[src/rtl/dir_home_pkg.sv]
package dir_home_pkg;

  typedef enum logic [2:0] {
    MSG_INV        = 3'd0,
    MSG_RECALL_SH  = 3'd1,
    MSG_RECALL_INV = 3'd2,
    MSG_DATA_SH    = 3'd3,
    MSG_DATA_EX    = 3'd4,
    MSG_GRANT      = 3'd5
  } msg_e;

  typedef struct packed {
    logic latchReq;
    logic loadInv;
    logic popInv;
    logic countAck;
    logic captureWb;
    logic commitShared;
    logic commitExcl;
  } dir_strobe_t;

endpackage

[src/rtl/dir_home_dpath.sv]
module dir_home_dpath
  import dir_home_pkg::*;
#(
  parameter int NUM_PROC   = 4,
  parameter int NUM_BLOCKS = 8,
  parameter int DATA_W     = 8,
  parameter int ADDR_W     = 3,
  parameter int ID_W       = 2
) (
  input  logic              clk,
  input  logic              rstN,
  input  dir_strobe_t       strobe,
  input  logic              reqWrite,
  input  logic [ADDR_W-1:0] reqAddr,
  input  logic [ID_W-1:0]   reqSrc,
  input  logic              rspValid,
  input  logic              rspWb,
  input  logic [ADDR_W-1:0] rspAddr,
  input  logic [ID_W-1:0]   rspSrc,
  input  logic [DATA_W-1:0] rspData,
  input  msg_e              msgType,
  output logic [ADDR_W-1:0] outAddr,
  output logic [ID_W-1:0]   outDest,
  output logic [DATA_W-1:0] outData,
  output logic              curWrite,
  output logic              curDirty,
  output logic              ownerIsReq,
  output logic              othersEmpty,
  output logic              lastInv,
  output logic              acksDone,
  output logic              wbHit
);

  localparam int CNT_W = $clog2(NUM_PROC + 1);

  logic [NUM_PROC-1:0] presence [NUM_BLOCKS];
  logic [NUM_BLOCKS-1:0] dirty;
  logic [DATA_W-1:0]   mem [NUM_BLOCKS];

  logic [ADDR_W-1:0]   curAddr;
  logic [ID_W-1:0]     curSrc;
  logic                curWriteQ;
  logic [NUM_PROC-1:0] pendInv;
  logic [NUM_PROC-1:0] invTarget;
  logic [CNT_W-1:0]    ackCnt;

  logic [NUM_PROC-1:0] srcMask;
  logic [NUM_PROC-1:0] curPres;
  logic [NUM_PROC-1:0] others;
  logic [ID_W-1:0]     ownerId;
  logic [ID_W-1:0]     nextInvId;
  logic                ackHit;

  function automatic logic [ID_W-1:0] firstSet(input logic [NUM_PROC-1:0] v);
    logic [ID_W-1:0] idx;
    idx = '0;
    for (int i = NUM_PROC - 1; i >= 0; i--) begin
      if (v[i]) idx = ID_W'(i);
    end
    return idx;
  endfunction

  function automatic logic [CNT_W-1:0] countSet(input logic [NUM_PROC-1:0] v);
    logic [CNT_W-1:0] n;
    n = '0;
    for (int i = 0; i < NUM_PROC; i++) begin
      n = n + CNT_W'(v[i]);
    end
    return n;
  endfunction

  assign srcMask   = NUM_PROC'(1) << curSrc;
  assign curPres   = presence[curAddr];
  assign others    = curPres & ~srcMask;
  assign ownerId   = firstSet(curPres);
  assign nextInvId = firstSet(pendInv);

  assign curWrite    = curWriteQ;
  assign curDirty    = dirty[curAddr];
  assign ownerIsReq  = dirty[curAddr] && curPres[curSrc];
  assign othersEmpty = (others == '0);
  assign lastInv     = ((pendInv & (pendInv - 1'b1)) == '0);
  assign acksDone    = (ackCnt == '0);
  assign wbHit       = rspValid && rspWb && (rspAddr == curAddr) && (rspSrc == ownerId);
  assign ackHit      = rspValid && !rspWb && (rspAddr == curAddr) &&
                       invTarget[rspSrc] && (ackCnt != '0);

  always_comb begin
    unique case (msgType)
      MSG_INV:                        outDest = nextInvId;
      MSG_RECALL_SH, MSG_RECALL_INV:  outDest = ownerId;
      default:                        outDest = curSrc;
    endcase
  end

  assign outAddr = curAddr;
  assign outData = mem[curAddr];

  // Request register and invalidation bookkeeping
  always_ff @(posedge clk) begin
    if (!rstN) begin
      curAddr   <= '0;
      curSrc    <= '0;
      curWriteQ <= 1'b0;
      pendInv   <= '0;
      invTarget <= '0;
      ackCnt    <= '0;
    end else begin
      if (strobe.latchReq) begin
        curAddr   <= reqAddr;
        curSrc    <= reqSrc;
        curWriteQ <= reqWrite;
      end
      if (strobe.loadInv) begin
        pendInv   <= others;
        invTarget <= others;
        ackCnt    <= countSet(others);
      end else begin
        if (strobe.popInv) pendInv <= pendInv & (pendInv - 1'b1);
        if (strobe.countAck && ackHit) ackCnt <= ackCnt - 1'b1;
      end
    end
  end

  // Directory and memory array
  always_ff @(posedge clk) begin
    if (!rstN) begin
      dirty <= '0;
      for (int b = 0; b < NUM_BLOCKS; b++) begin
        presence[b] <= '0;
        mem[b]      <= DATA_W'(b);
      end
    end else begin
      if (strobe.captureWb) mem[curAddr] <= rspData;
      if (strobe.commitShared) begin
        presence[curAddr] <= curPres | srcMask;
        dirty[curAddr]    <= 1'b0;
      end else if (strobe.commitExcl) begin
        presence[curAddr] <= srcMask;
        dirty[curAddr]    <= 1'b1;
      end
    end
  end

endmodule

[src/rtl/dir_home_ctrl.sv]
module dir_home_ctrl
  import dir_home_pkg::*;
(
  input  logic        clk,
  input  logic        rstN,
  input  logic        reqValid,
  output logic        reqReady,
  input  logic        curWrite,
  input  logic        curDirty,
  input  logic        ownerIsReq,
  input  logic        othersEmpty,
  input  logic        lastInv,
  input  logic        acksDone,
  input  logic        wbHit,
  output logic        outValid,
  input  logic        outReady,
  output msg_e        msgType,
  output dir_strobe_t strobe
);

  typedef enum logic [2:0] {
    ST_IDLE, ST_LOOKUP, ST_SEND_INV, ST_WAIT_ACK,
    ST_SEND_RECALL, ST_WAIT_WB, ST_REPLY
  } state_e;

  state_e state, stateNext;
  msg_e   replyKind, replyNext;
  msg_e   recallKind, recallNext;

  always_comb begin
    stateNext  = state;
    replyNext  = replyKind;
    recallNext = recallKind;
    strobe     = '0;
    reqReady   = (state == ST_IDLE);
    outValid   = 1'b0;
    msgType    = replyKind;
    unique case (state)
      ST_IDLE: begin
        if (reqValid) begin
          strobe.latchReq = 1'b1;
          stateNext       = ST_LOOKUP;
        end
      end
      ST_LOOKUP: begin
        if (ownerIsReq) begin
          replyNext = MSG_GRANT;
          stateNext = ST_REPLY;
        end else if (!curWrite && !curDirty) begin
          replyNext = MSG_DATA_SH;
          stateNext = ST_REPLY;
        end else if (curDirty) begin
          recallNext = curWrite ? MSG_RECALL_INV : MSG_RECALL_SH;
          replyNext  = curWrite ? MSG_DATA_EX : MSG_DATA_SH;
          stateNext  = ST_SEND_RECALL;
        end else begin
          strobe.loadInv = 1'b1;
          replyNext      = MSG_DATA_EX;
          stateNext      = othersEmpty ? ST_REPLY : ST_SEND_INV;
        end
      end
      ST_SEND_INV: begin
        outValid        = 1'b1;
        msgType         = MSG_INV;
        strobe.countAck = 1'b1;
        if (outReady) begin
          strobe.popInv = 1'b1;
          if (lastInv) stateNext = ST_WAIT_ACK;
        end
      end
      ST_WAIT_ACK: begin
        strobe.countAck = 1'b1;
        if (acksDone) stateNext = ST_REPLY;
      end
      ST_SEND_RECALL: begin
        outValid = 1'b1;
        msgType  = recallKind;
        if (outReady) stateNext = ST_WAIT_WB;
      end
      ST_WAIT_WB: begin
        if (wbHit) begin
          strobe.captureWb = 1'b1;
          stateNext        = ST_REPLY;
        end
      end
      ST_REPLY: begin
        outValid = 1'b1;
        if (outReady) begin
          strobe.commitShared = (replyKind == MSG_DATA_SH);
          strobe.commitExcl   = (replyKind == MSG_DATA_EX);
          stateNext           = ST_IDLE;
        end
      end
      default: stateNext = ST_IDLE;
    endcase
  end

  always_ff @(posedge clk) begin
    if (!rstN) begin
      state      <= ST_IDLE;
      replyKind  <= MSG_GRANT;
      recallKind <= MSG_RECALL_SH;
    end else begin
      state      <= stateNext;
      replyKind  <= replyNext;
      recallKind <= recallNext;
    end
  end

endmodule

[src/rtl/dir_home.sv]
module dir_home
  import dir_home_pkg::*;
#(
  parameter int NUM_PROC   = 4,
  parameter int NUM_BLOCKS = 8,
  parameter int DATA_W     = 8,
  parameter int ADDR_W     = $clog2(NUM_BLOCKS),
  parameter int ID_W       = $clog2(NUM_PROC)
) (
  input  logic              clk,
  input  logic              rstN,
  input  logic              reqValid,
  output logic              reqReady,
  input  logic              reqWrite,
  input  logic [ADDR_W-1:0] reqAddr,
  input  logic [ID_W-1:0]   reqSrc,
  input  logic              rspValid,
  input  logic              rspWb,
  input  logic [ADDR_W-1:0] rspAddr,
  input  logic [ID_W-1:0]   rspSrc,
  input  logic [DATA_W-1:0] rspData,
  output logic              outValid,
  input  logic              outReady,
  output logic [2:0]        outType,
  output logic [ADDR_W-1:0] outAddr,
  output logic [ID_W-1:0]   outDest,
  output logic [DATA_W-1:0] outData
);

  dir_strobe_t strobe;
  msg_e        msgType;
  logic        curWrite, curDirty, ownerIsReq, othersEmpty;
  logic        lastInv, acksDone, wbHit;

  dir_home_ctrl u_ctrl (
    .clk        (clk),
    .rstN       (rstN),
    .reqValid   (reqValid),
    .reqReady   (reqReady),
    .curWrite   (curWrite),
    .curDirty   (curDirty),
    .ownerIsReq (ownerIsReq),
    .othersEmpty(othersEmpty),
    .lastInv    (lastInv),
    .acksDone   (acksDone),
    .wbHit      (wbHit),
    .outValid   (outValid),
    .outReady   (outReady),
    .msgType    (msgType),
    .strobe     (strobe)
  );

  dir_home_dpath #(
    .NUM_PROC  (NUM_PROC),
    .NUM_BLOCKS(NUM_BLOCKS),
    .DATA_W    (DATA_W),
    .ADDR_W    (ADDR_W),
    .ID_W      (ID_W)
  ) u_dpath (
    .clk        (clk),
    .rstN       (rstN),
    .strobe     (strobe),
    .reqWrite   (reqWrite),
    .reqAddr    (reqAddr),
    .reqSrc     (reqSrc),
    .rspValid   (rspValid),
    .rspWb      (rspWb),
    .rspAddr    (rspAddr),
    .rspSrc     (rspSrc),
    .rspData    (rspData),
    .msgType    (msgType),
    .outAddr    (outAddr),
    .outDest    (outDest),
    .outData    (outData),
    .curWrite   (curWrite),
    .curDirty   (curDirty),
    .ownerIsReq (ownerIsReq),
    .othersEmpty(othersEmpty),
    .lastInv    (lastInv),
    .acksDone   (acksDone),
    .wbHit      (wbHit)
  );

  assign outType = msgType;

endmodule

[config.mk]
export PLATFORM = sky130hd
export DESIGN_NAME = dir_home
export DESIGN_NICKNAME = d
export VERILOG_FILES = /design/src/rtl/dir_home_pkg.sv /design/src/rtl/dir_home_dpath.sv /design/src/rtl/dir_home_ctrl.sv /design/src/rtl/dir_home.sv
export SDC_FILE = /design/constraint.sdc
export NUM_CORES = 1
export LEC_CHECK = 0
export BUFFER_PORTS_ARGS = -buffer_cell sky130_fd_sc_hd__buf_2
export CAP_MARGIN = 10
export CORE_MARGIN = 5
export CORE_UTILIZATION = 54
export DETAILED_ROUTE_END_ITERATION = 7
export GPL_TIMING_DRIVEN = 0
export PLACE_DENSITY = 0.75
export REMOVE_ABC_BUFFERS = 1
export SLEW_MARGIN = 20
export SYNTH_ARGS = -nofsm -noshare
export SYNTH_HDL_FRONTEND = slang
export SYNTH_SLANG_ARGS = --single-unit
[constraint.sdc]
create_clock -name clk -period 9.1 [get_ports clk]
set_input_delay 0.455 -clock clk [delete_from_list [all_inputs] [get_ports clk]]
set_output_delay 0.455 -clock clk [all_outputs]
set_load 0.02 [all_outputs]
After elaboration in Yosys (flattened, before gate mapping) --
Memory sizes are Yosys's and may differ from the RTL's. A register that Yosys moved wholly into a read port is not among the register bits. Index checks and enable logic that the tools add are counted.
Word-level totals: word-level logic and storage cells 158, output and inout port bits 18, input port bits 25, RAM bits 96, bits in registers 34, memories kept 2
Cells by class: reductions and logical operators 30, bitwise operators 10, equal/unequal tests 19, multiplexer cells 77, $add $sub $neg 5, shift-type cells 1, order comparisons 4
Memories:
- u_dpath.mem | depth 8, width 8, read ports 1, clocked after Yosys merged registers in 1, wr ports 8, line dir_home_dpath.sv:38 | logic [DATA_W-1:0] mem [NUM_BLOCKS];
- u_dpath.presence | depth 8, width 4, read ports 1, clocked after Yosys merged registers in 1, wr ports 8, line dir_home_dpath.sv:36 | logic [NUM_PROC-1:0] presence [NUM_BLOCKS];
Operators with widths (count):
- $mux 3 | 23
- $mux 1 | 29
- $mux 8 | 3
- $mux 2 | 11
- $pmux 3 s7 | 1
- $mux 4 | 4
- $eq 3x2->1 const B | 4
- $eq 3x3->1 const B | 4
- $ne 2x2->1 const B | 6
- $logic_and 1x1->1 | 11
- $logic_not 3->1 | 3
- $and 4x4->4 | 2
- $and 8x8->8 | 1
- $logic_not 4->1 | 2
- $not 8->8 | 1
- $or 8x8->8 | 1
- $reduce_or 8->1 | 1
- $reduce_and 7->1 | 1
- $add 3x1->3 | 2
- $eq 3x1->1 const B | 2
- $lt 2x3->1 const B | 2
- $pmux 3 s2 | 1
- $reduce_bool 2->1 | 3
- $bmux 1 s2 | 2
- other kinds (22) | 26

Depth between registers and ports, before layout --
Gate-level depths: netlist of the first run.
word-level depth 13, depth in mapped cells 12, mapped depth without buffers 10

Modules after synthesis --
Synthesis of the first run repeated with hierarchy kept, for this count alone.
Unflattened totals: cells, all modules 532, area, all modules 6423.7 um^2
Modules (own cells, without submodules):
- dir_home_dpath | cells each 459, area an instance 5875.6 um^2, times used 1, sequential area each 3443.3 um^2
- dir_home_ctrl | cells each 73, area an instance 548.0 um^2, times used 1, sequential area each 160.2 um^2

Worst setup path before layout of the first run --
OpenSTA, ideal clock, no wires.
path type register to register, from register with a tool-made name, to memory u_dpath.mem[7][0], enable pin, clock period less this slack 3.059 ns, slack 6.041 ns, path buffers 3, data arrival time 2.672 ns, required time 8.713 ns, library setup time 0.387 ns, stages on the path, launching flop included 11, path through dfxtp_1 > nor2b_1 > a22oi_1 > and3_1 > clkbuf_1 > a211oi_2 > mux2i_1 > o311ai_1 > buf_2 > buf_4 > o31ai_1
RTL lines (line):
- to (decl) | dir_home_dpath.sv:38

==> results of run 1 <==
## power breakdown
group | internal [W] | switching, W
registers | 0.000677 | 0.0000755
clock network | 0.000410 | 0.000276
logic | 0.000188 | 0.000324
total | 0.00127 | 0.000675
## layout by cell type (no fill, tap or decap), drive strengths merged, types with 13 or more instances in the layout
| cell type | count |
|---|---|
| mux4 | 17 |
| nand3 | 15 |
| edfxtp | 96 |
| nor2b | 16 |
| nor3 | 94 |
| clkbuf | 17 |
| nor2 | 23 |
| o21ai | 17 |
| buf | 48 |
| a21oi | 18 |
| inv | 24 |
| or4 | 13 |
| nand2 | 37 |
| dfxtp | 36 |
| mux2i | 28 |
## layout make-up
class,instances,area (sq um),share of cell area
clock inverters,15,171,0.0230
multi-input cells,374,2680,0.361
repair buffers,48,294,0.0395
well taps,147,184,0.0247
clock buffers,17,425,0.0572
inverters,20,75.1,0.0101
flip-flops and latches,132,3600,0.485
## worst max path at each step
stage | depth (start not counted) | endpoint | startpoint | slack [ns]
after floorplan | 6 | u_dpath.mem[0][0] | flop | 1.37
after global placement | 6 | u_dpath.mem[4][4] | flop | -1.58
after detailed placement | 9 | u_dpath.mem[5][4] | flop | 4.79
after CTS | 9 | u_dpath.mem[5][5] | flop | 4.77
after global routing | 9 | u_dpath.mem[5][2] | flop | 4.56
final | 9 | u_dpath.mem[5][4] | flop | 4.70
## through the flow
| stage | hold slack (ns) | area, sq um | util |
|---|---|---|---|
| global placement | 0.446 | 6690 | 0.562 |
| global route | 0.285 | 7440 | 0.624 |
| CTS | 0.276 | 7420 | 0.623 |
| finish | 0.287 | 7440 | 0.624 |
| floorplan | 0.433 | 6300 | - |
| detailed placement | 0.452 | 6820 | 0.573 |
## sequential cells by signal (all words and copies together) (netlist names), named ones only
signal,flops
u_dpath.mem,64
u_dpath.presence,32
u_dpath.invTarget,4
u_dpath.pendInv,4
u_ctrl.replyKind,3
u_ctrl.state,3
u_dpath.ackCnt,3
u_dpath.outAddr,3
u_ctrl.recallKind,2
u_dpath.curSrc,2
u_dpath.curWrite,1
## worst max-delay path: stages (launching register included)
cell	delay, ns
dfxtp_1	1.04
nor2b_1	0.42
a22oi_1	0.16
and3_1	0.29
a211oi_2	0.39
mux2i_1	0.35
o311ai_4	0.18
buf_6	0.21
buf_8	0.17
o31ai_2	0.81
## cell families after synthesis
group | after synthesis | share of synthesized area
mux | 55 | 0.120
simple gates | 223 | 0.175
fa+ha+maj | 7 | 0.0142
flops | 132 | 0.554
xor+xnor | 5 | 0.00673
buf+inv | 63 | 0.0433
compound gates | 84 | 0.0871
## per-layer routing
metal	GRT usage	vias up	wire, um
met5	0	-	0
met4	0.102	0	391
met3	0.0518	35	1190
met2	0.379	241	7780
met1	0.288	2366	6210
li1	-	2235	-
==> impl_metrics.toml, run 1 <==
[power_and_ir_drop]
power_w = 0.00195
peakVddDrop_uv = 213
power.density_nw_per_um2 = 262
leakagePower_nw = 2.47

[critical_path]
worst_r2r_endpoint = "u_dpath.mem[5][4]"
worstPathRequired_ns = 9.15
crit_path_start_kind = "flop"
crit_arrival_ns = 4.44
critical_path_class = "flop to flop"
ff2ff_path_depth = 9
regToRegSetupSlack_ns = 4.70
worst_setup_path_end_kind = "flop"
path_max_fanout = 23

[hold_path]
hold_end = "u_dpath.curSrc[1]"
min-delay-start = "reqSrc[1]"
hp-class = "input pin to flop"
hold_depth = 3

[sta]
fmax_mhz = 227
max_slew.worst_pin.slew_ns = 1.08
setup_ws_ns = 4.70
maxSlewHeadroom = 0.276
hold_viol = 0
rsz0062_at_grt = "no"
slew_violations = 0
post-route-period-util = 0.483
setup_violations = 0
fin_skew_ns = 0.0128
finalCriticalPeriod_ns = 4.40
tns_ns = 0

[synth]
synth_top_cell_by_area = "edfxtp_1"
syn_area_sq_um = 6500
syn_avg_cell_area_sq_um = 11.4
synth_top_area_share = 0.443
synth_edf_count = 96
async_flop_share = 0
synth_top_flop_cell = "edfxtp_1"
synth_warnings = 0
ys_top_cells_by_count = "96 x edfxtp_1, 94 x nor3_1, 37 x nand2_1"
ys_types = 59
synthCells = 569
yosysMostFrequentCell = "edfxtp_1"
yosysSeqAreaShare = 0.554
netlist_top_cells_area = "edfxtp_1 44%, dfxtp_1 11%, nor3_1 7.2%"
ys_ff_latch = 132

[finish]
drive_gt1_frac = 0.200
syn2layout_area_growth_pct = 14.3
fillerInstances = 895
nets = 624
antenna_cells = 0
fin_cells = 753

[grt]
globalRouteOverflowTotal = 0
antenna_found_initial = 0
grt_util_all_layers = 0.229
grt_first_pass_wirelength_um = 25300
grt_pass1_vias = 4943
grt_max_degree = 38

[die]
dieArea_sq_um = 14300
die_h_um = 120
rows = 40
fp.dieW_um = 120
core_sq_um = 11900
start_util = 0.546
io_pins = 43

[placed_design]
port_buffers = 42
gp_congestion = 0.844
hpwl_um = 10200
placed_cells_incl_taps = 720
pre_cts_ws_ns = 4.79

[drt]
vias = 4877
ant_nets = 0
initialDrtViolationCount = 551
drc = 0
wirelength_um = 15600
firstDrtPassIters = 5
via_per_inst = 6.48
avgRoutedWirePerCell_um = 20.7

[clock_network]
cts_hold_buf = 0
cts_made_buffers = 17
post_cts_resized = 0
clockBufferDepth = 2
cts_root_buf = "clkbuf_16"
cts_setup_buffers = 0
cts.sinks = 132
clock_latency_ns = 0.43
cts_tree = "done"
clk_pin_slew_ns = 0.06
ctsHtreeMaxLevel = 4

[status]
status = "complete, no violations"

[flow_run]
maxCapViolations = 0
No activity file was read; power rests on OpenSTA's default activity.
==> run 2: changes to the inputs <==
Settings changed: ABC_AREA from default to 1.
Clock period 9.1 ns to 4.35 ns, I/O delays scaled along.
==> impl_metrics.toml, run 2 <==
[status]
status = "complete, no violations"

[drt]
vias = 5449
via_per_inst = 5.54
firstDrtPassIters = 5
drc = 0
initialDrtViolationCount = 566
avgRoutedWirePerCell_um = 15.5
wirelength_um = 15300
ant_nets = 0

[clock_network]
cts_hold_buf = 0
clk_pin_slew_ns = 0.06
clock_latency_ns = 0.42
clockBufferDepth = 2
cts.sinks = 132
cts_setup_buffers = 0
cts_root_buf = "clkbuf_16"
post_cts_resized = 0
cts_tree = "done"
ctsHtreeMaxLevel = 4
cts_made_buffers = 17

[power_and_ir_drop]
leakagePower_nw = 3.05
power_w = 0.00419
power.density_nw_per_um2 = 567
peakVddDrop_uv = 455

[finish]
nets = 855
antenna_cells = 0
reg.largest.list = "u_dpath.mem x64, u_dpath.presence x32"
fin_cells = 984
final_common_cell = "nor2_1"
largest-register = "u_dpath.mem"
layout_common_cells = "179 x nor2_1, 136 x nand2_1, 99 x inv_1, 96 x edfxtp_1, 61 x o21ai_0"
drive_gt1_frac = 0.116
largest_reg_flops = 64
syn2layout_area_growth_pct = 14.0

[grt]
grt_first_pass_wirelength_um = 25500
grt_util_all_layers = 0.225
grt_max_degree = 49
grt_pass1_vias = 5370
globalRouteOverflowTotal = 0
antenna_found_initial = 0

[critical_path]
worstPathRequired_ns = 4.42
path_max_fanout = 25
crit_top_cell = "nand2_1"
worst_setup_path_end_kind = "flop"
cp_slowest_cell = "dfxtp_1"
worstPathCellList = "inv_2 > nand3_1 > nand3_1 > nand2_1 > nand2_1 > nand3_1 > nand2_1 > nor2_2 > nand4_4 > inv_2 > nand2_2 > nand2_1"
critical_path_class = "flop to flop"
ff2ff_path_depth = 12
crit_arrival_ns = 3.76
critPathMaxStageDelay_ns = 0.96
crit_path_start_kind = "flop"

[synth]
synth_edf_count = 96
yosysMostFrequentCell = "nor2_1"
synth_warnings = 0
async_flop_share = 0
yosysSeqAreaShare = 0.555
netlist_top_cells_area = "edfxtp_1 44%, dfxtp_1 11%, nor2_1 10%"
ys_top_cells_by_count = "179 x nor2_1, 136 x nand2_1, 99 x inv_1"
synth_top_cell_by_area = "edfxtp_1"
syn_avg_cell_area_sq_um = 8.26
synthCells = 786
ys_ff_latch = 132
syn_area_sq_um = 6490
ys_types = 30
synth_top_flop_cell = "edfxtp_1"
synth_top_area_share = 0.444

[sta]
hold_ws_ns = 0.0882
maxSlewHeadroom = 0.351
post-route-period-util = 0.848
setup_violations = 0
slew_violations = 0
max_slew.worst_pin.slew_ns = 0.972
hold_viol = 0
fin_skew_ns = 0.00789
fmax_mhz = 271
rsz0062_at_grt = "no"
finalCriticalPeriod_ns = 3.69

[placed_design]
gp_congestion = 0.945
placed_cells_incl_taps = 952
hpwl_um = 10900
port_buffers = 42

[die]
io_pins = 43
die_h_um = 120
core_sq_um = 11900
start_util = 0.545
fp.dieW_um = 120
rows = 40
dieArea_sq_um = 14300

[flow_run]
maxCapViolations = 0

[hold_path]
hold_depth = 3
hp-class = "input pin to flop"
-- run 2: logic make-up (layout without fill, tap and decap cells) --
logic type,count (synthesis),after routing,share of synthesized area
adder cells (fa/ha/maj),6,6,0.0127
AO/OA/AOI/OAI,123,123,0.103
XOR/XNOR,4,4,0.00540
flip-flops,132,132,0.555
buffers and inverters,135,186,0.0794
AND/OR/NAND/NOR,386,386,0.244
-- run 2: routing by layer --
metal,global-route usage,routed length [um],vias up
met5,0,0,-
met4,0.106,442,0
met3,0.0476,1020,37
met2,0.367,7310,229
met1,0.288,6480,2534
li1,-,-,2649
-- run 2: path summary, 6_finish.rpt --
check	startpoint	slack, ns	to
hold / removal	reqSrc[1]	0.09	u_dpath.curSrc[1]
setup / recovery	flop	0.66	u_dpath.mem[0][5]
hold reg to reg	u_dpath.invTarget[2]	0.46	u_dpath.invTarget[2]
setup reg to reg	flop	0.66	u_dpath.mem[0][5]
-- run 2: critical path: cells and delay by family (launching register included) --
family	cells	cell delay [ns]
DFF	1	0.96
buffers and inverters	2	0.62
and+or+nand+nor	10	1.73
-- run 2: per-stage QoR --
| stage | TNS, ns | worst slack, ns | util | cell area, sq um |
|---|---|---|---|---|
| final | 0 | 0.661 | 0.621 | 7400 |
| after global routing | 0 | 0.357 | 0.621 | 7400 |
| after CTS | 0 | 0.684 | 0.621 | 7400 |
| after detailed placement | 0 | 0.706 | 0.572 | 6810 |
| after global placement | -6.85 | -0.194 | 0.570 | 6780 |
| after floorplan | 0 | 0.920 | - | 6390 |
-- run 2: where the power goes --
group	internal, W	switching (W)
clock network	0.000871	0.000528
registers	0.00143	0.000112
logic	0.000368	0.000887
total	0.00266	0.00153
-- run 2: cell type report --
cell class                      count  area [sq um]
Multi-Input combinational cell    519          2370
Tap cell                          147           184
Clock inverter                     12           130
Clock buffer                       20           457
Timing Repair Buffer               43           238
Fill cell                        1005          4510
Sequential cell                   132          3600
Inverter                          111           417
==> run 3: changes to the inputs <==
Settings changed: ABC_AREA 1 to 0.
Clock period 4.35 ns to 3.4 ns, I/O delays scaled along.
==> impl_metrics.toml, run 3 (synthesis results as in run 1) <==
[critical_path]
path_max_fanout = 20
critPathBufInv = 2
critPathMaxStageDelay_ns = 0.52
worstPathRequired_ns = 3.55
crit_path_start_kind = "flop"
crit_arrival_ns = 3.46
worst_setup_path_end_kind = "flop"
cp_top_family = "simple AND/OR/NAND/NOR gates"
critical_path_class = "flop to flop"
worstPathCellList = "nor2b_1 > a22oi_1 > and3_1 > a211oi_4 > mux2i_1 > o311ai_4 > buf_6 > buf_8 > or4_1"
cp_slowest_cell = "or4_1"

[sta]
max_slew.worst_pin.slew_ns = 0.944
fin_skew_ns = 0.00978
setup_violations = 0
fmax_mhz = 302
rsz0062_at_grt = "no"
hold_viol = 0
maxSlewHeadroom = 0.364
post-route-period-util = 0.974
hold_ws_ns = 0.0121
finalCriticalPeriod_ns = 3.31
slew_violations = 0
tns_ns = 0

[finish]
antenna_cells = 0
syn2layout_area_growth_pct = 18.1
post-route-util = 0.645
reg.largest.list = "u_dpath.mem x64, u_dpath.presence x32"
layout_common_cells = "96 x edfxtp_1, 94 x nor3_1, 42 x buf_2, 37 x nand2_1, 33 x dfxtp_1"
drive_gt1_frac = 0.221
final_common_cell = "edfxtp_1"
fillerInstances = 864
nets = 638
largest_reg_flops = 64
largest-register = "u_dpath.mem"
fin_cells = 767

[die]
core_sq_um = 11900
start_util = 0.546
rows = 40
io_pins = 43
fp.dieW_um = 120
dieArea_sq_um = 14300
die_h_um = 120

[drt]
ant_nets = 0
drc = 0
wirelength_um = 16100
via_per_inst = 6.49
vias = 4976
avgRoutedWirePerCell_um = 21.1
firstDrtPassIters = 7
initialDrtViolationCount = 668

[grt]
grt_max_degree = 38
grt_pass1_vias = 5071
globalRouteOverflowTotal = 0
grt_first_pass_wirelength_um = 26000
antenna_found_initial = 0
grt_util_all_layers = 0.236

[placed_design]
hpwl_um = 10200
port_buffers = 42
placed_cells_incl_taps = 720
gp_congestion = 0.844

[clock_network]
ctsHtreeMaxLevel = 4
cts_root_buf = "clkbuf_16"
cts_made_buffers = 17
clock_latency_ns = 0.42
clockBufferDepth = 2
cts_tree = "done"
cts.sinks = 132
clk_pin_slew_ns = 0.06

[power_and_ir_drop]
power.density_nw_per_um2 = 688
leakagePower_nw = 2.57
power_w = 0.00529
peakVddDrop_uv = 595

[flow_run]
maxCapViolations = 0

[status]
status = "complete, no violations"

[hold_path]
hp-class = "input pin to flop"
==> run 3: cell types whose count changed in the layout (fill, tap and decap cells not counted), sizes merged, moves of 28 or more <==
cell / before / now
o21ai: 63 / 17
nand3: 47 / 15
nor2: 185 / 23
inv: 112 / 24
nand2: 139 / 37
nor3: 11 / 94
mux2i: 0 / 28
==> run 3: final timing paths <==
path,slack (ns),endpoint,start,depth (start not counted)
setup reg to reg,0.09,u_dpath.mem[7][1],flop,9
hold / removal,0.01,u_dpath.curWrite,reqWrite,3
setup / recovery,0.09,u_dpath.mem[7][1],flop,9
hold reg to reg,0.46,u_dpath.invTarget[3],u_dpath.invTarget[3],2
==> run 3: layout make-up <==
| cell class | count | area, sq um | share of cell area |
|---|---|---|---|
| repair buffers | 62 | 470 | 0.0612 |
| clock inverters | 15 | 171 | 0.0223 |
| inverters | 20 | 75.1 | 0.00977 |
| multi-input cells | 374 | 2740 | 0.357 |
| flip-flops and latches | 132 | 3610 | 0.471 |
| clock buffers | 17 | 425 | 0.0554 |
| well taps | 147 | 184 | 0.0239 |
==> run 3: metrics by stage <==
step	setup slack [ns]	area (sq um)
final	0.0895	7680
after CTS	0.0216	7650
after global routing	0.00863	7680
after global placement	-7.28	6690
after detailed placement	-0.905	6820
after floorplan	-4.33	6300
==> run 3: power breakdown <==
part	switching (W)	internal [W]	total, W
logic	0.000924	0.000533	0.00146
clock network	0.000743	0.00110	0.00184
registers	0.000176	0.00181	0.00199
total	0.00184	0.00344	0.00529
==> run 3: layer usage <==
layer,share of wire,wire length (um),GRT usage,up-vias
met5,0,0,0,-
met4,0.027,430,0.104,0
met3,0.080,1290,0.0485,44
met2,0.50,8130,0.395,258
met1,0.39,6300,0.297,2420
li1,-,-,-,2254
==> run 3: repair_timing <==
action,CTS,global route
endpoints found under the hold margin,2,0
endpoints found under the setup margin,123,32
pin swaps,7,0
hold buffers,2,0
gates resized for setup,12,1
setup buffers,11,1
==> run 3: tightest hold or removal path, cell delays in order <==
cell	delay, ns
buf_2	0.08
a21oi_1	0.05
nor2b_1	0.09
